## src/rtl/vid_anc_pkg.sv

```systemverilog
package vid_anc_pkg;

    typedef enum logic [2:0] {
        K_PASS, K_FF, K_00, K_XY, K_DID, K_DC, K_USR, K_CS
    } byte_kind_e;

    typedef enum logic [1:0] {
        S_IDLE, S_TRC, S_ANC
    } seq_mode_e;

    typedef struct packed {
        logic f;
        logic v;
        logic h;
    } fvh_t;

    function automatic logic [7:0] xy_code(input fvh_t c);
        return {1'b1, c.f, c.v, c.h,
                c.v ^ c.h, c.f ^ c.h, c.f ^ c.v, c.f ^ c.v ^ c.h};
    endfunction

    function automatic logic [7:0] hdr_word(input logic [6:0] w);
        return {~w[6], w};
    endfunction

endpackage

```

## src/rtl/anc_seq.sv

```systemverilog
module anc_seq
    import vid_anc_pkg::*;
#(
    parameter int LEN_W = 6,
    parameter int NSVC  = 4,
    parameter int SVC_W = $clog2(NSVC)
) (
    input  logic             clk,
    input  logic             rst,
    input  logic             code_go,
    input  logic             code_h,
    input  logic             fld,
    input  logic             vblank,
    input  logic             anc_go,
    input  logic [SVC_W-1:0] anc_svc,
    input  logic [NSVC-1:0]  svc_en,
    input  logic [LEN_W-1:0] anc_len,
    input  logic [6:0]       anc_did,
    input  logic             pay_narrow,
    output byte_kind_e       kind,
    output fvh_t             fvh_q,
    output logic [6:0]       did_q,
    output logic [LEN_W-1:0] len_q,
    output logic             narrow_q,
    output logic [LEN_W-1:0] usr_idx
);
    localparam int POS_W = LEN_W + 2;
    localparam logic [POS_W-1:0] HDR_BYTES = POS_W'(5);

    seq_mode_e        mode, nxt_mode;
    logic [POS_W-1:0] pos, nxt_pos, pos_last;
    logic             start_trc, start_anc;

    assign pos_last = POS_W'(len_q) + HDR_BYTES;
    assign usr_idx  = LEN_W'(pos - HDR_BYTES);

    always_comb begin
        kind      = K_PASS;
        nxt_mode  = mode;
        nxt_pos   = pos + POS_W'(1);
        start_trc = 1'b0;
        start_anc = 1'b0;
        case (mode)
            S_IDLE: begin
                nxt_pos = '0;
                if (code_go) begin
                    kind      = K_FF;
                    nxt_mode  = S_TRC;
                    nxt_pos   = POS_W'(1);
                    start_trc = 1'b1;
                end else if (anc_go && svc_en[anc_svc]) begin
                    kind      = K_00;
                    nxt_mode  = S_ANC;
                    nxt_pos   = POS_W'(1);
                    start_anc = 1'b1;
                end
            end
            S_TRC: begin
                if (pos == POS_W'(3)) begin
                    kind     = K_XY;
                    nxt_mode = S_IDLE;
                    nxt_pos  = '0;
                end else begin
                    kind = K_00;
                end
            end
            S_ANC: begin
                if (pos <= POS_W'(2))      kind = K_FF;
                else if (pos == POS_W'(3)) kind = K_DID;
                else if (pos == POS_W'(4)) kind = K_DC;
                else if (pos == pos_last) begin
                    kind     = K_CS;
                    nxt_mode = S_IDLE;
                    nxt_pos  = '0;
                end else begin
                    kind = K_USR;
                end
            end
            default: begin
                nxt_mode = S_IDLE;
                nxt_pos  = '0;
            end
        endcase
    end

    always_ff @(posedge clk) begin
        if (rst) begin
            mode     <= S_IDLE;
            pos      <= '0;
            fvh_q    <= '0;
            did_q    <= '0;
            len_q    <= '0;
            narrow_q <= 1'b0;
        end else begin
            mode <= nxt_mode;
            pos  <= nxt_pos;
            if (start_trc) fvh_q <= '{f: fld, v: vblank, h: code_h};
            if (start_anc) begin
                did_q    <= anc_did;
                len_q    <= anc_len;
                narrow_q <= pay_narrow;
            end
        end
    end

    AST_TRC_HOLD: assert property (@(posedge clk) disable iff (rst)
        (mode == S_TRC && pos != POS_W'(3)) |=> mode == S_TRC);

    AST_ANC_HOLD: assert property (@(posedge clk) disable iff (rst)
        (mode == S_ANC && pos != pos_last) |=> mode == S_ANC);

    AST_DISABLED_IDLE: assert property (@(posedge clk) disable iff (rst)
        (mode == S_IDLE && !code_go && anc_go && !svc_en[anc_svc]) |=> mode == S_IDLE);

    AST_POS_BOUND: assert property (@(posedge clk) disable iff (rst)
        mode == S_ANC |-> pos <= pos_last);

endmodule

```

## src/rtl/anc_cksum.sv

```systemverilog
module anc_cksum
    import vid_anc_pkg::*;
(
    input  logic       clk,
    input  logic       rst,
    input  byte_kind_e kind,
    input  logic [6:0] word7,
    output logic [6:0] sum
);
    always_ff @(posedge clk) begin
        if (rst) begin
            sum <= '0;
        end else begin
            case (kind)
                K_DID:        sum <= word7;
                K_DC, K_USR:  sum <= sum + word7;
                default:      sum <= sum;
            endcase
        end
    end
endmodule

```

## src/rtl/vid_anc_inserter.sv

```systemverilog
module vid_anc_inserter
    import vid_anc_pkg::*;
#(
    parameter int LEN_W = 6,
    parameter int NSVC  = 4,
    parameter int SVC_W = $clog2(NSVC)
) (
    input  logic             clk,
    input  logic             rst,
    input  logic [7:0]       pix_in,
    input  logic             code_go,
    input  logic             code_h,
    input  logic             fld,
    input  logic             vblank,
    input  logic             anc_go,
    input  logic [SVC_W-1:0] anc_svc,
    input  logic [NSVC-1:0]  svc_en,
    input  logic [LEN_W-1:0] anc_len,
    input  logic [6:0]       anc_did,
    input  logic             pay_narrow,
    output logic [LEN_W-1:0] rd_addr,
    input  logic [7:0]       rd_data,
    output logic [7:0]       dout
);
    byte_kind_e       kind, kind_q;
    fvh_t             fvh_q;
    logic [6:0]       did_q, sum;
    logic [LEN_W-1:0] len_q;
    logic             narrow_q;
    logic [7:0]       byte_d;

    anc_seq #(.LEN_W(LEN_W), .NSVC(NSVC), .SVC_W(SVC_W)) i_seq (
        .clk, .rst, .code_go, .code_h, .fld, .vblank, .anc_go, .anc_svc,
        .svc_en, .anc_len, .anc_did, .pay_narrow,
        .kind, .fvh_q, .did_q, .len_q, .narrow_q, .usr_idx(rd_addr)
    );

    always_comb begin
        case (kind)
            K_FF:    byte_d = 8'hFF;
            K_00:    byte_d = 8'h00;
            K_XY:    byte_d = xy_code(fvh_q);
            K_DID:   byte_d = hdr_word(did_q);
            K_DC:    byte_d = hdr_word(7'(len_q));
            K_USR:   byte_d = narrow_q ? {2'b10, rd_data[5:0]} : rd_data;
            K_CS:    byte_d = hdr_word(sum);
            default: byte_d = pix_in;
        endcase
    end

    anc_cksum i_cksum (
        .clk, .rst, .kind, .word7(byte_d[6:0]), .sum
    );

    always_ff @(posedge clk) begin
        if (rst) begin
            dout   <= '0;
            kind_q <= K_PASS;
        end else begin
            dout   <= byte_d;
            kind_q <= kind;
        end
    end

    AST_HDR_INV: assert property (@(posedge clk) disable iff (rst)
        (kind_q == K_DID || kind_q == K_DC || kind_q == K_CS) |-> dout[7] != dout[6]);

    AST_XY_PROT: assert property (@(posedge clk) disable iff (rst)
        kind_q == K_XY |-> (dout[7] && dout[3:0] == {dout[5] ^ dout[4], dout[6] ^ dout[4],
                                                   dout[6] ^ dout[5], ^dout[6:4]}));

    AST_NARROW_TOP: assert property (@(posedge clk) disable iff (rst)
        (kind_q == K_USR && narrow_q) |-> dout[7:6] == 2'b10);

endmodule

```

## config.mk

```make
export PLATFORM = sky130hd
export DESIGN_NAME = vid_anc_inserter
export DESIGN_NICKNAME = d
export VERILOG_FILES = /design/src/rtl/vid_anc_pkg.sv /design/src/rtl/anc_seq.sv /design/src/rtl/anc_cksum.sv /design/src/rtl/vid_anc_inserter.sv
export SDC_FILE = /design/constraint.sdc
export NUM_CORES = 1
export LEC_CHECK = 0
export CAP_MARGIN = 20
export CORE_ASPECT_RATIO = 1.25
export CORE_UTILIZATION = 36
export DETAILED_ROUTE_END_ITERATION = 16
export PLACE_DENSITY = 0.56
export SLEW_MARGIN = 10
export SYNTH_ARGS = -nofsm -noshare
export SYNTH_HDL_FRONTEND = slang
export SYNTH_SLANG_ARGS = --single-unit
```

## constraint.sdc

```tcl
create_clock -name clk -period 7.6 [get_ports clk]
set_clock_uncertainty 0.2 [all_clocks]
set_input_delay 0.76 -clock clk [delete_from_list [all_inputs] [get_ports clk]]
set_output_delay 0.76 -clock clk [all_outputs]
set_load 0.02 [all_outputs]
```

# [Word-level counts from Yosys, hierarchy flattened]
# Index checks and enable logic that the tools add are counted.
[classes] addsub=4 multipliers=0 div=0 order_cmp=2 n_eq_ne=18 n_shift=0 n_mux=34 bitwise=6 reduce_logical=5
[op_table] op="two-way mux 8 bit" n=7
[op_table] op="case mux 8 bit (7 select lines)" n=1
[op_table] op="case mux 8 bit (3 select lines)" n=1
[op_table] op="two-way mux 2 bit" n=8
[op_table] op="case mux 7 bit (2 select lines)" n=1
[op_table] op="== test 3 bit, second input constant" n=4
[op_table] op="two-way mux 3 bit" n=4
[op_table] op="two-way mux 1 bit" n=9
[op_table] op="case mux 3 bit (3 select lines)" n=1
[op_table] op="adder 8 x 1 -> 8 bit, second input constant" n=1
[op_table] op="== test 8 x 2 -> 1 bit, second input constant" n=1
[op_table] op="== test 8 x 3 -> 1 bit, second input constant" n=1
[op_table] op="== test 8 x 7 -> 1 bit" n=1
[op_table] op="less-or-equal comparator 8 x 2 -> 1 bit, second input constant" n=1
[op_table] op="adder 6 x 3 -> 7 bit, second input constant" n=1
[op_table] op="adder 7 bit" n=1
[op_table] op="== test 3 x 2 -> 1 bit, second input constant" n=2
[op_table] op="inequality test 2 bit, second input constant" n=3
[op_table] op="case mux 2 bit (3 select lines)" n=1
[op_table] op="AND reduction 6 bit" n=1
[op_table] op="subtractor 6 x 3 -> 6 bit, second input constant" n=1
[op_table] op="inequality test 2 x 1 -> 1 bit, second input constant" n=2
[op_table] op="XOR 1 bit" n=4
[op_table] op="== test 3 x 1 -> 1 bit, second input constant" n=1
[op_table] op="other kinds (10)" n=11
[totals] regBits=42 latch_bits=0 mem_bits_rw=0 mem_bits_ro=0 output_inout_bits=14 elab_cells=79 memories=0

# [Logic depth before layout (Yosys ltp)]
[logic_depth] ltp_word=11 mapped_depth=23

# [Modules after synthesis]
# From an unflattened synthesis, not the netlist that was laid out.
[unflattened] hier_cells=342 area_unflattened_um2=2813.9
[modules_own_cells] mod="anc_seq" n_inst=1 cells_per_inst=183 area_each_um2=1470.2
[modules_own_cells] mod="vid_anc_inserter" n_inst=1 cells_per_inst=97 area_each_um2=765.7
[modules_own_cells] mod="anc_cksum" n_inst=1 cells_per_inst=62 area_each_um2=578.1

# [Least setup slack after synthesis]
# Ideal clock, no wire load.
[synth_path] kind="flip-flop to flip-flop" from="reg i_seq.pos[3]" to="reg i_cksum.sum[6]" arrival_time_ps=4156 required_time_ps=7338 slack_ps=3181 path_stages_with_launch=23 path_buffers=4 synth_period_minus_slack_ps=4419 cell_sequence="dfxtp_1 -> buf_6 -> or4_4 -> buf_6 -> or3_4 -> a221oi_4 -> and3_4 -> buf_8 -> buf_12 -> nand2_1 -> o22ai_1 -> o22a_1 -> ha_1 -> inv_1 -> fa_1 -> nor2b_1 -> o21ai_0 -> a21boi_0 -> o21ai_0 -> and2_1 -> nor2_1 -> a32oi_1 -> nand3_1"
[synth_between] elab_chain_len=10
[synth_rtl] element="from (decl)" line_no="anc_seq.sv:31" source="logic [POS_W-1:0] pos, nxt_pos, pos_last;"
[synth_rtl] element="from (signal assigned)" line_no="anc_seq.sv:96" source="pos <= nxt_pos;"
[synth_rtl] element="== test 8 x 7 -> 1 bit" line_no="anc_seq.sv:71" source="else if (pos == pos_last) begin"
[synth_rtl] element="two-way mux 1 bit" line_no="anc_seq.sv:71"
[synth_rtl] element="two-way mux 3 bit" line_no="anc_seq.sv:70" source="else if (pos == POS_W'(4)) kind = K_DC;"
[synth_rtl] element="two-way mux 3 bit" line_no="anc_seq.sv:69" source="else if (pos == POS_W'(3)) kind = K_DID;"
[synth_rtl] element="two-way mux 3 bit" line_no="anc_seq.sv:68" source="if (pos <= POS_W'(2)) kind = K_FF;"
[synth_rtl] element="case mux 3 bit (3 select lines) (*)" line_no="anc_seq.sv:43" source="case (mode)"
[synth_rtl] element="== test 3 bit, or another cell as far along" line_no="vid_anc_inserter.sv:39" source="case (kind)"
[synth_rtl] element="case mux 8 bit (7 select lines) (*)" line_no="vid_anc_inserter.sv:39"
[synth_rtl] element="via byte_d[0]" line_no="vid_anc_inserter.sv:30" source="logic [7:0] byte_d;"
[synth_rtl] element="adder 7 bit (*)" line_no="anc_cksum.sv:16" source="K_DC, K_USR: sum <= sum + word7;"
[synth_rtl] element="case mux 7 bit (2 select lines) (*)" line_no="anc_cksum.sv:14" source="case (kind)"
[synth_rtl] element="to (signal assigned)" line_no="anc_cksum.sv:15" source="K_DID: sum <= word7;"
[synth_rtl] element="to (signal assigned)" line_no="anc_cksum.sv:16"
[synth_rtl] element="to (signal assigned)" line_no="anc_cksum.sv:17" source="default: sum <= sum;"
[synth_rtl] element="to (decl)" line_no="anc_cksum.sv:8" source="output logic [6:0] sum"
# The timed path passes the listed nets; every way through them passes the cells marked *.
# A chain may end at the register's enable or synchronous reset.

# [Final worst setup path]
[layout_path] from="in anc_svc[1]" to="reg i_cksum.sum[6]"
[layout_between] elab_chain_len=10
[layout_rtl] element="from (decl)" line_no="vid_anc_inserter.sv:16" source="input logic [SVC_W-1:0] anc_svc,"
[layout_rtl] element="binary-select mux 1 bit (select 2 bit) (*)" line_no="anc_seq.sv:51" source="end else if (anc_go && svc_en[anc_svc]) begin"
[layout_rtl] element="two-way mux 1 bit (not written as such) (*)" line_no="anc_seq.sv:51"
[layout_rtl] element="logical AND 1 bit (*)" line_no="anc_seq.sv:51"
[layout_rtl] element="two-way mux 2 bit (*)" line_no="anc_seq.sv:51"
[layout_rtl] element="two-way mux 3 bit (*)" line_no="anc_seq.sv:46" source="if (code_go) begin"
[layout_rtl] element="case mux 3 bit (3 select lines) (*)" line_no="anc_seq.sv:43"
[layout_rtl] element="== test 3 bit, or another cell as far along" line_no="vid_anc_inserter.sv:39"
[layout_rtl] element="case mux 8 bit (7 select lines) (*)" line_no="vid_anc_inserter.sv:39"
[layout_rtl] element="via byte_d[0]" line_no="vid_anc_inserter.sv:30"
[layout_rtl] element="adder 7 bit (*)" line_no="anc_cksum.sv:16"
[layout_rtl] element="case mux 7 bit (2 select lines) (*)" line_no="anc_cksum.sv:14"
# The timed path passes the listed nets; every way through them passes the cells marked *. The select of a mux whose other input is x is not followed.

==> impl_metrics.csv <==
group,metric,value,unit
pwr,power_frac_seq,43.6,%
clock_network,cts_resized,0,
worst_setup_path,rrSetupSlack,2640,ps
timing,setup-violations-final,0,
cells_and_area,fillCellCount,794,
floorplan,start_util,37.71,%
clock_network,insertion_delay,300,ps
synth,ys_seq_area_share,28.28,%
cells_and_area,area_growth,22.10,%
routing,drt_first_pass_iters,4,
routing,avgViaCountPerCell,5.463,
global_route,antenna_found_initial,0,
run_status,status,"finished clean",
clock_network,cts_made_buffers,5,
pwr,power,557.8,uW
floorplan,die_width,83.28,um
synth,synth_seq_cells,42,
placed_design,hpwl,5975,um
pwr,p_leak,0.001415,uW
clock_network,cts_root_buffer,"clkbuf_8",
placed_design,placed_cell_area,3538,um^2
placed_design,placedCellCount,491,
floorplan,fp.coreArea,7883,um^2
synth,ys_async_sr_fraction,0,%
cells_and_area,final_common_cell,"clkdlybuf4s50_1",
worst_setup_path,worst_setup_path_start_kind,"primary input",
placed_design,pre_cts_slack,2314,ps
routing,ant_nets,0,
placed_design,gp_congestion,0.8054,
timing,worst_pin_slew,1002,ps
global_route,grt_pass1_wl,12930,um
floorplan,rows,36,
flow_run,max-cap-violations,0,
synth,synth_enable_flop_cells,0,
global_route,grt_usage,18.64,%
floorplan,ios,57,
worst_setup_path,cp_max_fo,16,
worst_setup_path,r2r_start,"i_seq.pos[3]",
cells_and_area,drive_gt1_share,5.693,%
pwr,internal_power,384.0,uW
clock_network,numClockSinks,42,
timing,tns,0,ps
synth,netlist_instances,359,
pwr,switchingPower,173.7,uW
cells_and_area,n_antenna_cell,0,
routing,drc,0,
floorplan,die_area,8628,um^2
worst_setup_path,end_kind,"flop",
worst_setup_path,crit_type,"in -> reg",
hold_path,min_path_type,"reg -> reg",
global_route,grt_max_degree,35,
synth,synth.avg_cell_area,8.281,um^2
routing,drt-wirelength-per-cell,16.02,um
global_route,grt_pass1_vias,2642,
routing,routed_wl,7994,um
placed_design,io_buffers,56,
cells_and_area,final_area,3630,um^2
clock_network,cts.path.max_buffers,2,
timing,rsz0062_at_grt,"false",
clock_network,path_clk_slew,80,ps
synth,synth.distinct_cells,66,
cells_and_area,finalNonFillerCells,499,
timing,drv_slew,0,
clock_network,cts_max_level,2,
timing,worst_slack,2637,ps
timing,timing.fmax,201.5,MHz
pwr,pwr-share-clk,27.6,%
floorplan,die_h,103.6,um
timing,fin_crit_sh,65.30,%
routing,drt_first_iter_violations,132,
pwr,switching_share,31.15,%
worst_setup_path,cp.required,7580,ps
timing,hold_violations,0,
clock_network,post_cts_buffers,0,
hold_path,hp-start,"i_seq.did_q[4]",
worst_setup_path,cp-startpoint,"anc_svc[1]",
synth,synth.net_count,414,
pwr,p_comb_share,28.8,%
timing,finalCriticalPeriod,4963,ps
synth,ys_warn_count,0,
global_route,grt_overflow,0,
synth,synthFlopType,"dfxtp_1",
synth,syn_area,2973,um^2
clock_network,cts_tree,"yes",
cells_and_area,fin_nets,458,
routing,num_vias,2726,
timing,slew_headroom,33.17,%
cells_and_area,final_cell_mix,"clkdlybuf4s50_1 (56), dfxtp_1 (42), nor2_1 (37), nand2_1 (29), mux2i_1 (24)",
worst_setup_path,cp.arrival,4950,ps
pwr,power_density,153.7,nW/um^2
pwr,ir_worst_vdd,0.07962,mV
clock_network,cts_hold_buffers,0,
final cells by class:
cell class              count  area (um^2)  area share, %
clock buffers               7        86.33          2.378
clock inverters             1        5.005         0.1379
multi-input cells         275         1928          53.12
inverters                  22        82.58          2.275
well taps                  95        118.9          3.275
repair buffers             57        568.0          15.65
flip-flops and latches     42        840.8          23.16
worst max-delay path: stages:
cell             delay, ps
clkdlybuf4s50_1        510
mux2i_1                200
o22a_1                 190
nand2b_1               790
nand2_1                410
nand2_1                210
o22ai_1                100
o22a_1                 200
ha_1                   200
inv_1                   70
fa_1                   200
nor2b_1                 50
o21ai_0                200
a21boi_0               140
o21ai_0                210
and2_1                 180
nor2_1                  50
a32oi_1                190
nand3_1                 90
logic make-up after synthesis:
kind of cell	share of synthesized area, %
simple gates	19.66
compound gates	23.99
buf+inv	6.860
flops	28.28
mux	8.838
xor+xnor	7.071
fa+ha+maj	5.303
synthesized netlist by cell type, types with 3 or more instances:
cell	count	area share (%)
o2bb2ai_1	5	1.5
or3_1	3	0.63
buf_1	3	0.38
o22ai_1	4	0.84
xor2_1	7	2.1
o21ai_0	14	2.4
a211oi_1	4	1.0
a22oi_1	7	1.8
o21ai_1	3	0.50
nor2_1	37	4.7
inv_1	21	2.7
o22a_1	5	1.5
nand3_1	12	2.0
ha_1	11	4.6
mux2i_1	24	8.1
clkbuf_1	10	1.3
a21oi_1	20	3.4
nor3_1	5	0.84
nand2b_1	6	1.3
and2_1	3	0.63
nor2b_1	6	1.3
o221a_1	4	1.5
nor4_1	3	0.63
dfxtp_1	42	28
xnor2_1	17	5.0
a31oi_1	4	0.84
nand2_1	29	3.7
power by group through the flow:
| stage | combinational (uW) | sequential, uW | clock (uW) |
|---|---|---|---|
| after floorplan | 103 | 251 | 0 |
| after global placement | 160 | 249 | 0 |
| after detailed placement | 160 | 249 | 0 |
| after CTS | 161 | 244 | 157 |
| after global routing | 176 | 245 | 164 |
| final | 161 | 243 | 154 |
per-stage QoR:
step	hold WS (ps)	utilization [%]
detailed placement	289.5	44.89
finish	302.0	46.05
global placement	279.2	44.89
floorplan	249.7	-
global route	336.2	46.05
CTS	308.8	46.05
flip-flops by register name, indices dropped and copies added, names as in the netlist:
name,count
i_seq.mode,2
i_seq.fvh_q,3
i_seq.len_q,6
i_cksum.sum,7
i_seq.narrow_q,1
dout,8
i_seq.pos,8
i_seq.did_q,7
per-layer routing:
metal / vias to the layer above / routed length [um] / global-route usage [%]
met5: - / 0 / 0
met4: 0 / 181 / 6.281
met3: 12 / 246 / 2.629
met2: 55 / 3979 / 33.55
met1: 1288 / 3587 / 22.45
li1: 1371 / - / -
path summary, 6_finish.rpt:
kind | depth (start not counted) | endpoint
worst max-delay path | 19 | i_cksum.sum[6]
worst min-delay path | 2 | i_seq.did_q[4]
worst max register to register | 15 | i_cksum.sum[5]
worst min register to register | 2 | i_seq.did_q[4]
(Power assumes the default switching activity.)
